## src/rtl/updown6_split.sv

```systemverilog
module updown6_split (
  input  logic       clk,
  input  logic       rst_n,
  input  logic       up,
  input  logic       dn,
  output logic [2:0] count,
  output logic       lo_live,
  output logic       hi_live
);
  // low machine: 0,1,2 are counts 0..2, 3 is parked
  // high machine: 0,1,2 are counts 3..5, 3 is parked
  localparam logic [1:0] P0 = 2'd0, P1 = 2'd1, P2 = 2'd2, PARK = 2'd3;

  logic [1:0] lo_q, lo_d, hi_q, hi_d;
  logic inc, dec;

  assign inc = up & ~dn;
  assign dec = dn & ~up;

  always_comb begin
    lo_d = lo_q;
    unique case (lo_q)
      P0:   if (inc) lo_d = P1; else if (dec) lo_d = PARK;
      P1:   if (inc) lo_d = P2; else if (dec) lo_d = P0;
      P2:   if (inc) lo_d = PARK; else if (dec) lo_d = P1;
      PARK: if (inc && hi_q == P2) lo_d = P0;
            else if (dec && hi_q == P0) lo_d = P2;
    endcase
  end

  always_comb begin
    hi_d = hi_q;
    unique case (hi_q)
      P0:   if (inc) hi_d = P1; else if (dec) hi_d = PARK;
      P1:   if (inc) hi_d = P2; else if (dec) hi_d = P0;
      P2:   if (inc) hi_d = PARK; else if (dec) hi_d = P1;
      PARK: if (inc && lo_q == P2) hi_d = P0;
            else if (dec && lo_q == P0) hi_d = P2;
    endcase
  end

  always_ff @(posedge clk) begin
    if (!rst_n) begin
      lo_q <= P0;
      hi_q <= PARK;
    end else begin
      lo_q <= lo_d;
      hi_q <= hi_d;
    end
  end

  assign lo_live = (lo_q != PARK);
  assign hi_live = (hi_q != PARK);
  assign count   = lo_live ? {1'b0, lo_q} : 3'd3 + {1'b0, hi_q};
endmodule

```

## config.mk

```make
export PLATFORM = sky130hd
export DESIGN_NAME = updown6_split
export DESIGN_NICKNAME = d
export VERILOG_FILES = /design/src/rtl/updown6_split.sv
export SDC_FILE = /design/constraint.sdc
export NUM_CORES = 1
export LEC_CHECK = 0
export ABC_AREA = 1
export ABC_CLOCK_PERIOD_IN_PS = 1300
export BUFFER_PORTS_ARGS = -buffer_cell sky130_fd_sc_hd__buf_2
export CAP_MARGIN = 20
export CORE_AREA = 2 2 39 41
export CTS_BUF_LIST = sky130_fd_sc_hd__clkbuf_4 sky130_fd_sc_hd__clkbuf_8
export CTS_CLUSTER_DIAMETER = 80
export DETAILED_ROUTE_END_ITERATION = 6
export DIE_AREA = 0 0 41 43
export HOLD_SLACK_MARGIN = 0.1
export PLACE_DENSITY = 0.49
export SLEW_MARGIN = 15
export SYNTH_ARGS = -nofsm -noshare
export SYNTH_HDL_FRONTEND = slang
export SYNTH_SLANG_ARGS = --single-unit
```

## constraint.sdc

```tcl
create_clock -name clk -period 1.3 [get_ports clk]
set_input_delay 0.26 -clock clk [delete_from_list [all_inputs] [get_ports clk]]
set_output_delay 0.26 -clock clk [all_outputs]
set_load 0.01 [all_outputs]
```

**Yosys cells after proc, flatten, opt, wreduce, memory -nomap -nowiden**

Cells that the tools add are included.

- Bits in registers: 4
- Input port bits: 4
- Output and inout bits: 5
- Word-level logic and storage cells: 44

- $add $sub $neg: 1
- Equal/unequal tests: 16
- Muxes and demuxes: 13
- Bitwise operators: 4
- Reductions and logical operators: 8

Operator list:

| cell | number |
|---|---|
| $ne 3x3->1 const B | 8 |
| $mux 2 | 10 |
| $pmux 2 s4 | 2 |
| $eq 2x2->1 const B | 4 |
| $reduce_and 4->1 | 2 |
| $eq 2x1->1 const B | 2 |
| $logic_and 1x1->1 | 4 |
| $logic_not 2->1 | 2 |
| $ne 2x2->1 const B | 2 |
| $add 2x2->3 const A | 1 |
| $mux 3 | 1 |
| $and 1x1->1 | 2 |
| $not 1->1 | 2 |

**Depth between registers and ports, before layout**

- Depth after elaboration: 6
- Depth in mapped cells: 8
- Gate-level depth less buffers: 8

**Worst setup path after synthesis**

No wires, ideal clock.

- Kind: register to register
- From: register hi_q[0]
- To: register hi_q[1]
- Library setup time: 0.115 ns
- Arrival: 1.119 ns
- Data required time: 1.185 ns
- Setup slack: 0.066 ns
- Stages on the path, launching flop included: 9
- Path buffers: 0
- Period minus slack after synthesis: 1.234 ns
- Cells stage by stage: dfxtp_1 > inv_1 > ha_1 > inv_1 > nand3b_1 > nand2_1 > nand2_2 > a21oi_2 > nand2_1

- Longest elaborated chain between the ends: 3
- Elaborated cells between the ends (all ways): 10
- Those cells by class: eq/ne: 7; mux: 1; reduce/logical: 2

Ends and longest elaborated chain:

| item | line | text |
|---|---|---|
| start: declaration | 14 | `logic [1:0] lo_q, lo_d, hi_q, hi_d;` |
| start signal: assignment | 48 | `hi_q <= hi_d;` |
| $eq 2x2->1, or another cell as far along | 33 | `unique case (hi_q)` |
| $ne 3x3->1 (no line) | -- |  |
| $reduce_and 4->1 (no line) | -- |  |

Parallel ways exist; a longest one is shown, timed or not.
A chain may end at the register's enable or synchronous reset.

**Worst setup path after layout**

- From: register hi_q[0]
- To: output port count[1]

- Longest elaborated chain between the ends: 2

Ends and longest elaborated chain:

| item | line | text |
|---|---|---|
| $add 2x2->3 | 54 | `assign count = lo_live ? {1'b0, lo_q} : 3'd3 + {1'b0, hi_q};` |
| $mux 3 | 54 |  |
| end: declaration | 6 | `output logic [2:0] count,` |

No other way between the ends.

==> impl_metrics.ini <==
[logic_synthesis]
yosysWarnings = 0
synth_area_per_cell_sq_um = 6.69
ys_seq_elements = 4
synth_area_sq_um = 402
yosysUniqueCellTypes = 15
syn_nets = 70
ys_seq_area_share_pct = 19.9
syn-instance-count = 60

[min_path]
holdPathStages = 2
hold_class = in2reg

[placement]
dp.cells = 86
dp_hpwl_um = 683
globalplace.congestion = 0.783
placed_area_sq_um = 473
io_buffers = 8

[power]
pwr-share-comb_pct = 63.4
max-vdd-ir-drop_uv = 604
switchingPower_mw = 0.444
power.internal_mw = 0.561
sw_frac_of_total_pct = 44.2
finalPower_mw = 1.00
p_per_area_nw_per_um2 = 1820
p_clk_share_pct = 15.5
leakage_nw = 0.279
seqPwrFrac_pct = 21.2

[sta]
finalSetupViolCount = 1
min_period_over_period_pct = 103
fmax_mhz = 750
period_needed_ns = 1.33
worstMarginPinSlew_ns = 0.255
drv_slew = 0
finalWorstSetupSlack_ns = -0.0332
slew_headroom_pct = 83.0
clock_skew_ns = 0.00414
rsz0062_at_grt = yes
finalHoldViolCount = 0

[critical_path]
reg2regPathDepth = 8
cp_cell_sequence = inv_2, ha_4, a21oi_2, buf_2
critPathArrivalTime_ns = 1.07
endpoint_kind = output port
critPathMaxFanout = 2
crit_type = reg2out
worstSetupStartpointType = register
required_ns = 1.04
crit_slowest_cell = dfxtp_2
max_stage_delay_ns = 0.32

[drt]
wl_per_cell_um = 10.1
totalWireLength_um = 905
drc_errors = 0
routed_via_density = 4.66
drt_iter0_markers = 8
ant_nets = 0
via_count = 419
first_pass_iters = 4

[clock_tree]
cts_tree = yes
htreeDepth = 1
clockBufferDepth = 2
insertion_delay_ns = 0.24
clk_pin_slew_ns = 0.03
cts.root.buffer_cell = clkbuf_4
cts_inserted_buffers = 3
cts.sinks = 4

[global_routing]
track_usage_pct = 11.7
grt_max_degree = 9
grt_pass1_vias = 368
grt_remaining_overflow = 0
grt_pass1_wl_mm = 1.42
antenna_found_initial = 0

[floorplan]
ios = 9
num_rows = 14
die_w_um = 41
start_util_pct = 29.0
die_h_um = 43
core_area_sq_um = 1380
dieArea_sq_um = 1760

[cells_and_area]
final_cells = 90
finalCoreUtilization_pct = 39.9
fin_area_sq_um = 552
drive_above_1_share_pct = 45.9
diodes = 0
nets = 86
area.growth.synth_to_final_pct = 37.4

[run]
cap_violations = 0

[status]
status = complete, but fails checks
violations = negative setup slack
## logic make-up (layout without fill, tap and decap cells)
group	count (synthesis)	count (layout)	share of synthesized area (%)
AO/OA/AOI/OAI	5	5	7.16
adder cells (fa/ha/maj)	6	6	18.7
buffers and inverters	12	26	13.1
flip-flops	4	4	19.9
AND/OR/NAND/NOR	33	33	41.1
## cells in the mapped netlist, drive strengths merged
library cell | n | area share (%)
nor2 | 4 | 3.7
inv | 11 | 10
o21ai | 1 | 1.2
dfxtp | 4 | 20
nand2 | 17 | 18
buf | 1 | 2.8
nand4 | 3 | 4.7
nand3b | 1 | 1.9
a21oi | 4 | 5.9
nand3 | 8 | 12
ha | 6 | 19
## registers in the layout, summed over array words and instances (netlist names)
name / cells
hi_q: 2
lo_q: 2
## cell usage in the layout, fill, tap and decap left out, drive strengths merged
cell,instances
o21ai,1
nand3,8
nand3b,1
nand2,17
ha,6
a21oi,4
dfxtp,4
nor2,4
inv,11
buf,12
nand4,3
clkbuf,3
## through the flow
step	hold slack [ns]	setup WS [ns]	TNS, ns
3_3_place_gp	0.490	0.0380	0
6_report	0.246	-0.0332	-0.0332
3_5_place_dp	0.485	0.0311	0
2_1_floorplan	0.344	0.0664	0
4_1_cts	0.243	-0.0450	-0.0450
5_1_grt	0.237	-0.103	-0.166
## repair_timing
action / 4_1_cts / 5_1_grt
hold buffers: 0 / 0
buffers inserted: 1 / 0
resized for setup: 9 / 4
setup endpoints to repair: 4 / 6
pin swaps: 2 / 5
## cell type report
class	count	area [sq um]
Fill cell	149	832
Sequential cell	4	85.1
Multi-Input combinational cell	44	313
Clock buffer	3	22.5
Tap cell	16	20.0
Timing Repair Buffer	12	70.1
Inverter	11	41.3
## per-layer routing
metal,vias up,routed length (um),global-route usage [%]
met3,0,19,4.71
met2,4,464,18.8
met4,0,0,2.00
met1,195,421,14.4
li1,220,-,-
met5,-,0,0
## critical path: cells and delay by family (launching register included)
| kind | cells | cell delay (ns) |
|---|---|---|
| flip-flops | 1 | 0.32 |
| adder cells (fa/ha/maj) | 1 | 0.23 |
| buffers and inverters | 2 | 0.18 |
| AO/OA/AOI/OAI | 1 | 0.11 |
## power groups by stage
stage	registers [mW]	logic (mW)	clock network (mW)
floorplan	0.201	0.359	0
global placement	0.203	0.518	0
detailed placement	0.200	0.508	0
CTS	0.208	0.609	0.159
global route	0.220	0.702	0.173
finish	0.213	0.637	0.155
## worst paths after layout
kind	slack, ns	to	startpoint
worst min-delay path	0.25	hi_q[0]	rst_n
worst min register to register	0.53	lo_q[0]	lo_q[0]
worst max-delay path	-0.03	count[1]	hi_q[0]
worst max register to register	0.04	hi_q[1]	hi_q[1]
(Power assumes the default switching activity.)
